$ cat config.mk
export PLATFORM = sky130hd
export DESIGN_NAME = biphase_tx
export DESIGN_NICKNAME = d
export VERILOG_FILES = /design/src/rtl/sa_pkg.sv /design/src/rtl/sa_deser.sv /design/src/rtl/sa_frame_seq.sv /design/src/rtl/sa_bmc_line.sv /design/src/rtl/biphase_tx.sv
export SDC_FILE = /design/constraint.sdc
export NUM_CORES = 1
export LEC_CHECK = 0
export BUFFER_PORTS_ARGS = -buffer_cell sky130_fd_sc_hd__buf_4
export CORE_UTILIZATION = 35
export DETAILED_ROUTE_END_ITERATION = 12
export PLACE_DENSITY = 0.56
export SYNTH_ARGS = -nofsm -noshare
export SYNTH_HDL_FRONTEND = slang
export SYNTH_SLANG_ARGS = --single-unit
$ cat constraint.sdc
create_clock -name clk -period 6.52 [get_ports clk]
set_input_delay 0.652 -clock clk [delete_from_list [all_inputs] [get_ports clk]]
set_output_delay 0.652 -clock clk [all_outputs]
set_load 0.02 [all_outputs]
$ cat src/rtl/sa_pkg.sv
package sa_pkg;
  localparam int AUD_W = 24;

  typedef enum logic [1:0] {
    FMT_I2S = 2'd0,
    FMT_LJ  = 2'd1,
    FMT_RJ  = 2'd2,
    FMT_LJ2 = 2'd3
  } fmt_e;

  typedef enum logic [1:0] {
    PRE_B = 2'd0,
    PRE_M = 2'd1,
    PRE_W = 2'd2
  } pre_e;

  typedef struct packed {
    logic [AUD_W-1:0] left;
    logic [AUD_W-1:0] right;
  } pair_t;

  // Preamble as toggle masks: bit i set means the line flips at half-slot i.
  localparam logic [7:0] TOG_B = 8'b00111001;
  localparam logic [7:0] TOG_M = 8'b11001001;
  localparam logic [7:0] TOG_W = 8'b01101001;

  function automatic logic [4:0] width_of(input logic [1:0] sel);
    case (sel)
      2'd0:    width_of = 5'd16;
      2'd1:    width_of = 5'd18;
      2'd2:    width_of = 5'd20;
      default: width_of = 5'd24;
    endcase
  endfunction
endpackage

$ cat src/rtl/sa_deser.sv
module sa_deser
  import sa_pkg::*;
#(
  parameter int SR_W = 40
) (
  input  logic       clk,
  input  logic       rst,
  input  logic       bclk,
  input  logic       wsel,
  input  logic       sdata,
  input  logic [1:0] fmt,
  input  logic [1:0] width,
  output pair_t      pair_o,
  output logic       pair_vld_o
);
  localparam int CNT_W = 8;
  localparam logic [CNT_W-1:0] CNT_MAX = {CNT_W{1'b1}};
  localparam logic [CNT_W-1:0] SR_LIM  = CNT_W'(SR_W);

  logic [2:0]       bclk_s;
  logic [1:0]       ws_s, sd_s;
  logic             rise, ws_now, ws_prev, change, synced;
  logic [CNT_W-1:0] cnt, msb, sh;
  logic [4:0]       w;
  logic [SR_W-1:0]  sr, sr_nx;
  logic [AUD_W-1:0] mask, raw, aligned, l_hold;
  logic             ok, is_left;

  // Two-stage synchronizers; all three pins see the same delay.
  always_ff @(posedge clk) begin
    if (rst) begin
      bclk_s <= '0;
      ws_s   <= '0;
      sd_s   <= '0;
    end else begin
      bclk_s <= {bclk_s[1:0], bclk};
      ws_s   <= {ws_s[0], wsel};
      sd_s   <= {sd_s[0], sdata};
    end
  end

  assign rise   = bclk_s[1] & ~bclk_s[2];
  assign ws_now = ws_s[1];
  assign change = rise && (ws_now != ws_prev);
  assign sr_nx  = {sr[SR_W-2:0], sd_s[1]};
  assign w      = width_of(width);

  // Position of the finished word's MSB inside sr_nx, per framing.
  always_comb begin
    case (fmt_e'(fmt))
      FMT_I2S: msb = cnt - CNT_W'(1);
      FMT_RJ:  msb = CNT_W'(w);
      default: msb = cnt;
    endcase
    ok      = (msb < SR_LIM) && ((msb + CNT_W'(1)) >= CNT_W'(w));
    sh      = msb + CNT_W'(1) - CNT_W'(w);
    mask    = (AUD_W'(1) << w) - AUD_W'(1);
    raw     = AUD_W'(sr_nx >> sh) & mask;
    aligned = raw << (5'd24 - w);
    is_left = (fmt_e'(fmt) == FMT_I2S) ? ~ws_prev : ws_prev;
  end

  always_ff @(posedge clk) begin
    if (rst) begin
      sr         <= '0;
      cnt        <= '0;
      ws_prev    <= 1'b0;
      synced     <= 1'b0;
      l_hold     <= '0;
      pair_o     <= '0;
      pair_vld_o <= 1'b0;
    end else begin
      pair_vld_o <= 1'b0;
      if (rise) begin
        sr      <= sr_nx;
        ws_prev <= ws_now;
        if (change)
          cnt <= CNT_W'(1);
        else if (cnt != CNT_MAX)
          cnt <= cnt + CNT_W'(1);
      end
      if (change) begin
        synced <= 1'b1;
        if (synced && ok) begin
          if (is_left) begin
            l_hold <= aligned;
          end else begin
            pair_o     <= '{left: l_hold, right: aligned};
            pair_vld_o <= 1'b1;
          end
        end
      end
    end
  end

  // a finished pair is handed on as a single-cycle pulse
  assert_pair_pulse_R3: assert property (@(posedge clk) disable iff (rst)
    pair_vld_o |=> !pair_vld_o);
endmodule

$ cat src/rtl/sa_frame_seq.sv
module sa_frame_seq
  import sa_pkg::*;
#(
  parameter int HALF_DIV     = 2,
  parameter int BLOCK_FRAMES = 192
) (
  input  logic             clk,
  input  logic             rst,
  input  pair_t            pair_i,
  input  logic             pair_vld_i,
  output logic             tick_o,
  output logic [5:0]       hc_o,
  output pre_e             pre_o,
  output logic [AUD_W-1:0] aud_o
);
  localparam int DIV_W = (HALF_DIV > 1) ? $clog2(HALF_DIV) : 1;
  localparam int FR_W  = (BLOCK_FRAMES > 1) ? $clog2(BLOCK_FRAMES) : 1;
  localparam logic [DIV_W-1:0] DIV_LAST = DIV_W'(HALF_DIV - 1);
  localparam logic [FR_W-1:0]  FR_LAST  = FR_W'(BLOCK_FRAMES - 1);

  logic [DIV_W-1:0] div;
  logic [5:0]       hc;
  logic             sub;
  logic [FR_W-1:0]  fidx;
  pair_t            hold, cur;

  assign tick_o = (div == DIV_LAST);
  assign hc_o   = hc;
  assign aud_o  = sub ? cur.right : cur.left;
  assign pre_o  = sub ? PRE_W : ((fidx == '0) ? PRE_B : PRE_M);

  always_ff @(posedge clk) begin
    if (rst) begin
      div  <= '0;
      hc   <= '0;
      sub  <= 1'b0;
      fidx <= '0;
      hold <= '0;
      cur  <= '0;
    end else begin
      if (pair_vld_i) hold <= pair_i;
      div <= tick_o ? '0 : div + DIV_W'(1);
      if (tick_o) begin
        hc <= hc + 6'd1;
        if (hc == 6'd63) begin
          sub <= ~sub;
          if (sub) begin
            fidx <= (fidx == FR_LAST) ? '0 : fidx + FR_W'(1);
            cur  <= hold;
          end
        end
      end
    end
  end

  // the frame after the last one of a block opens with preamble B
  assert_block_wrap_R8: assert property (@(posedge clk) disable iff (rst)
    (tick_o && hc == 6'd63 && sub && fidx == FR_LAST) |=> (pre_o == PRE_B));
endmodule

$ cat src/rtl/sa_bmc_line.sv
module sa_bmc_line
  import sa_pkg::*;
#(
  parameter bit VALID_BIT = 1'b0,
  parameter bit USER_BIT  = 1'b0,
  parameter bit CS_BIT    = 1'b0
) (
  input  logic             clk,
  input  logic             rst,
  input  logic             tick,
  input  logic [5:0]       hc,
  input  pre_e             pre,
  input  logic [AUD_W-1:0] aud,
  output logic             line_o
);
  logic [4:0] slot;
  logic       slot_bit, parity, toggle, sf_lvl;
  logic [7:0] pre_vec;

  assign slot   = hc[5:1];
  assign parity = (^aud) ^ VALID_BIT ^ USER_BIT ^ CS_BIT;

  always_comb begin
    case (pre)
      PRE_B:   pre_vec = TOG_B;
      PRE_M:   pre_vec = TOG_M;
      default: pre_vec = TOG_W;
    endcase
    case (slot)
      5'd28:   slot_bit = VALID_BIT;
      5'd29:   slot_bit = USER_BIT;
      5'd30:   slot_bit = CS_BIT;
      5'd31:   slot_bit = parity;
      default: slot_bit = aud[5'(slot - 5'd4)];
    endcase
    if (hc < 6'd8)
      toggle = pre_vec[hc[2:0]];
    else if (!hc[0])
      toggle = 1'b1;
    else
      toggle = slot_bit;
  end

  always_ff @(posedge clk) begin
    if (rst) begin
      line_o <= 1'b0;
      sf_lvl <= 1'b0;
    end else if (tick) begin
      line_o <= line_o ^ toggle;
      if (hc == 6'd0) sf_lvl <= line_o;
    end
  end

  // even parity plus four preamble toggles return the line to its start level
  assert_even_subframe_R5: assert property (@(posedge clk) disable iff (rst)
    (tick && hc == 6'd0) |-> (line_o == sf_lvl));

  // every data slot starts with a transition
  assert_slot_edge_R6: assert property (@(posedge clk) disable iff (rst)
    (tick && hc >= 6'd8 && !hc[0]) |=> (line_o != $past(line_o)));

  // the line only moves on half-slot ticks
  assert_hold_between_ticks_R9: assert property (@(posedge clk) disable iff (rst)
    !tick |=> $stable(line_o));
endmodule

$ cat src/rtl/biphase_tx.sv
module biphase_tx
  import sa_pkg::*;
#(
  parameter int HALF_DIV     = 2,
  parameter int SR_W         = 40,
  parameter int BLOCK_FRAMES = 192,
  parameter bit VALID_BIT    = 1'b0,
  parameter bit USER_BIT     = 1'b0,
  parameter bit CS_BIT       = 1'b0
) (
  input  logic       clk,
  input  logic       rst,
  input  logic       bclk_i,
  input  logic       wsel_i,
  input  logic       sdata_i,
  input  logic [1:0] fmt_i,
  input  logic [1:0] width_i,
  output logic       line_o
);
  pair_t            pair;
  logic             pair_vld;
  logic             tick;
  logic [5:0]       hc;
  pre_e             pre;
  logic [AUD_W-1:0] aud;

  sa_deser #(.SR_W(SR_W)) u_deser (
    .clk       (clk),
    .rst       (rst),
    .bclk      (bclk_i),
    .wsel      (wsel_i),
    .sdata     (sdata_i),
    .fmt       (fmt_i),
    .width     (width_i),
    .pair_o    (pair),
    .pair_vld_o(pair_vld)
  );

  sa_frame_seq #(.HALF_DIV(HALF_DIV), .BLOCK_FRAMES(BLOCK_FRAMES)) u_seq (
    .clk       (clk),
    .rst       (rst),
    .pair_i    (pair),
    .pair_vld_i(pair_vld),
    .tick_o    (tick),
    .hc_o      (hc),
    .pre_o     (pre),
    .aud_o     (aud)
  );

  sa_bmc_line #(.VALID_BIT(VALID_BIT), .USER_BIT(USER_BIT), .CS_BIT(CS_BIT)) u_line (
    .clk   (clk),
    .rst   (rst),
    .tick  (tick),
    .hc    (hc),
    .pre   (pre),
    .aud   (aud),
    .line_o(line_o)
  );
endmodule

==> flow_results.org <==
** Status
- Result of the run :: finished, final reports clean

** Cells and area
- The library cell used most frequently in the layout, excluding fill and tap cells, is sky130_fd_sc_hd__nand2_1.
- Share of post-route cells with drive strength above 1 :: 0.103
- The area growth from synthesis to layout is 9.77%.
- At the end of the flow the core is filled with cells to 0.393.
- Net count, final :: ~1,700
- The library cells used most frequently in the layout, excluding fill and tap cells, are sky130_fd_sc_hd__nand2_1 (331), sky130_fd_sc_hd__dfxtp_1 (241), sky130_fd_sc_hd__a21oi_1 (180), sky130_fd_sc_hd__nor2_1 (164), sky130_fd_sc_hd__mux2i_1 (111).
- Final cell area excluding filler cells :: around 15,000 sq um
- Count of antenna diodes in the layout :: 0

** Setup path
- For the worst setup path, the data required time is ~7 ns.
- At the worst endpoint, the arrival time is roughly 6.3 ns.
- Crit path max-delay cell type :: sky130_fd_sc_hd__dfxtp_1
- In this design, the stage delay of the slowest critical-path cell is 0.52 ns.
- Worst setup EP type :: register
- The number of cells on the worst reg-to-reg path is 22.
- Of all nets on the critical path, the largest fanout is 26.
- R2R setup slack :: roughly 0.7 ns
- STA classifies the critical path startpoint as a register.
- CP cell instances :: inv_1 -> ha_1 -> mux2_2 -> o21ai_0 -> ha_1 -> inv_1 -> ha_1 -> inv_1 -> fa_1 -> xor2_4 -> buf_4 -> mux2i_1 -> mux2i_1 -> mux2i_1 -> a21oi_1 -> a221oi_1 -> a21oi_1 -> o21ai_0 -> a2bb2oi_1 -> a21oi_1 -> nand2b_1 -> a32o_1
- Critical Setup Path Class :: register to register

** Floorplanning
- In this run the vertical extent of the chip is about 200 microns.
- Number of I/O pins :: 10
- The floorplan has 72 rows.
- The initial utilization of the core area, before any placement, comes to 0.358.
- The total area inside the core boundary comes to 39,100 sq um.
- The die covers around 40,000 sq um.
- Measured along the x axis, the die boundary spans 202 microns.

** Power
- The share of total power dissipated in sequential elements is 0.404.
- In this run the power density over the cells is between 200 and 250 nW/um^2.
- The worst-case IR drop observed on VDD is 193 uV.
- The share of total power dissipated in combinational logic is 0.187.
- Switching power of the nets :: 1100 uW
- Of the total power, the clock network draws 0.409.
- Overall power after layout :: between 3000 and 4000 uW
- Summed over all cells, the static leakage comes to 0.00512 uW.
- Of the total power, the share spent switching nets is 0.298.
- Cell internal power was estimated by the tool at roughly 2600 uW.

** Detailed routing
- In this run the remaining antenna-violating nets after routing total 0.
- Wire length per cell after detailed routing :: 17.8 microns
- Summed over all layers, the routed wires come to around 39,000 microns.
- Before antenna repair, the detailed router went through 5 iterations.
- Number of design rule violations left after detail routing :: 0
- The first routing iteration left 953 violations.
- Via total after detailed routing :: ~12,000
- After detailed routing, the number of vias per cell comes to roughly 5.6.

** Clock network
- In this run the number of H-tree levels came out at 1.
- Clock sinks :: approximately 240
- Hold repair after CTS inserted 0 buffers.
- Once the clock tree was built, the resizer swapped 0 gates to a different size.
- CTS buffer count :: 28
- The root buffer cell chosen for the clock tree is sky130_fd_sc_hd__clkbuf_16.
- No sink is reached through more buffers than the 3 on the longest clock path.
- After clock tree synthesis, the clock-pin slew on the worst setup and hold paths is roughly 0.060 ns.
- The number of setup buffers added after CTS is 0.
- Worst-skew pair later-pin latency :: roughly 0.57 ns
- TritonCTS built the clock tree.

** Synthesis
- Number of flops mapped to enable cells by yosys :: 0
- Each instance of the synthesized netlist takes up on average between 8 and 9 sq um.
- Top flip-flop cell by instance count after synthesis :: sky130_fd_sc_hd__dfxtp_1
- The compound-gate portion of the synthesized area came to 0.183.
- Cell area after technology mapping :: approximately 14,000 sq um
- Of the synthesized area, sequential elements account for 0.346.
- Post-Syn Instances :: approximately 1,700
- When the netlist entered floorplanning its net count stood at 1,739.
- Share of flip-flops with an asynchronous set or reset :: 0
- Simple logic cell fraction of the synthesized area :: 0.198
- Measured against the total synthesized area, the mux share comes to 0.165.
- Cell variety after synth :: 87
- Fraction of the mapped netlist area in adder cells :: 0.0166
- In this run, synthesis produced a sequential element count of 242.
- Warnings, synthesis :: 0
- Share of the synthesized netlist area taken by xor and xnor gates :: 0.0430
- After synthesis, the largest family of logic cells by area is simple AND/OR/NAND/NOR gates.

** STA
- Static timing analysis puts the maximum clock frequency at 0.172 GHz.
- Setup violations remaining at the end of the flow were counted as 0.
- Final number of hold-violating endpoints :: 0
- The worst path in the final design needs a cycle of between 5 and 6 ns, including I/O delays and setup.
- Headroom to the max-slew limit :: 0.272
- Worst clock skew on the final layout :: around 0.013 ns
- Post-route clock period utilization :: 0.893
- Number of pins with negative max-slew slack in the final report :: 0
- Hold is met by slightly above 0.3 ns.
- At the pin with the least slew margin, the transition time is around 1.1 ns.
- Setup Total Neg Slack :: 0 ns
- Setup repair after global routing missed its margin :: no

** GRT
- Vias in the first global route :: between 10,000 and 15,000
- The first global-routing pass estimated 64,000 microns of wire.
- The initial antenna violation count is 0.
- Maximum number of pins on one net before global-route repair :: approximately 180
- After global routing the overflow that remains totals 0.
- Overall global routing resource usage :: 0.191

** Worst hold path
- The tightest min-delay check is of the primary input to register type.
- Instance count along the most critical hold path :: 2

** Job
- Max_cap viols :: 0

** Placed design
- In this run the cell area measured after placement is around 14,000 sq um.
- Input and output buffers added on the ports amount to 9.
- Once detailed placement completed, the half-perimeter wirelength came to approximately 28,000 microns.
- Placer's final routability congestion estimate :: between 0.9 and 1
cell type report:
cell class	count	area (sq um)
fill	4012	23700
multi-input combinational	1297	8510
sequential	242	4850
clock buffer	38	758
tap	518	648
timing repair buffer	43	339
inverter	38	143
clock inverter	13	134
path summary, 6_finish.rpt:
kind	startpoint	to
min	wsel_i	u_deser.ws_s[0]
max	u_deser.cnt[0]	u_deser.l_hold[15]
max reg2reg	u_deser.cnt[0]	u_deser.l_hold[15]
min reg2reg	u_deser.ws_s[0]	u_deser.ws_s[1]
power by group through the flow:
stage | combinational (uW) | sequential [uW] | clock, uW
after floorplan | 495 | 1520 | 0
after global placement | 680 | 1520 | 0
after detailed placement | 677 | 1520 | 0
after CTS | 680 | 1490 | 1550
after global routing | 744 | 1490 | 1620
final | 689 | 1490 | 1510
cells by family after synthesis:
group	count (synthesis)
and+or+nand+nor	645
AOI/OAI and AO/OA	398
DFF	242
buffers and inverters	173
muxes	172
xor gates and xnor gates	64
adders and majority gates	18
critical path, delay by kind of cell, from the launching register on:
family / cells / cell delay (ns)
AOI/OAI and AO/OA: 8 / 1.68
muxes: 4 / 0.96
and+or+nand+nor: 1 / 0.21
buffers and inverters: 4 / 0.65
xor gates and xnor gates: 1 / 0.45
adders and majority gates: 4 / 1.22
DFF: 1 / 0.52
sequential cells by signal, summed over array words and instances (netlist names), 2 cells and up:
name and cells:
u_deser.ws_s 2, u_deser.sr 39, u_seq.hold 48, u_deser.pair_o 48, u_seq.fidx 8, u_deser.bclk_s 3
u_deser.l_hold 24, u_deser.sd_s 2, u_seq.hc_o 6, u_seq.cur 48, u_deser.cnt 8
layer usage:
metal	routed length, microns	GRT usage	vias to the layer above	share of wire
met4	907	0.0552	0	0.023
met2	18000	0.310	370	0.46
met3	1840	0.0198	63	0.047
met1	18400	0.267	5750	0.47
li1	-	-	5973	-
met5	0	0	-	0
through the flow:
step           setup slack (ns)  std cells
4_1_cts                   0.750       2189
3_5_place_dp              0.655       2138
6_report                  0.700       2189
5_1_grt                   0.129       2189
2_1_floorplan             0.851       1712
3_3_place_gp              0.772       2138
synth_stat cells, types with 31 or more instances:
library cell               number  share of area
sky130_fd_sc_hd__o21ai_0       33          0.012
sky130_fd_sc_hd__a21oi_1      180          0.064
sky130_fd_sc_hd__dfxtp_1      242           0.35
sky130_fd_sc_hd__nor2_1       165          0.044
sky130_fd_sc_hd__nand3_1       45          0.016
sky130_fd_sc_hd__xnor2_1       37          0.023
sky130_fd_sc_hd__inv_1         35         0.0094
sky130_fd_sc_hd__nand2_1      331          0.089
sky130_fd_sc_hd__a211oi_1      31          0.017
sky130_fd_sc_hd__clkbuf_1     107          0.029
sky130_fd_sc_hd__mux4_2        45          0.072
sky130_fd_sc_hd__mux2i_1      111          0.079
(Power assumes the default switching activity.)
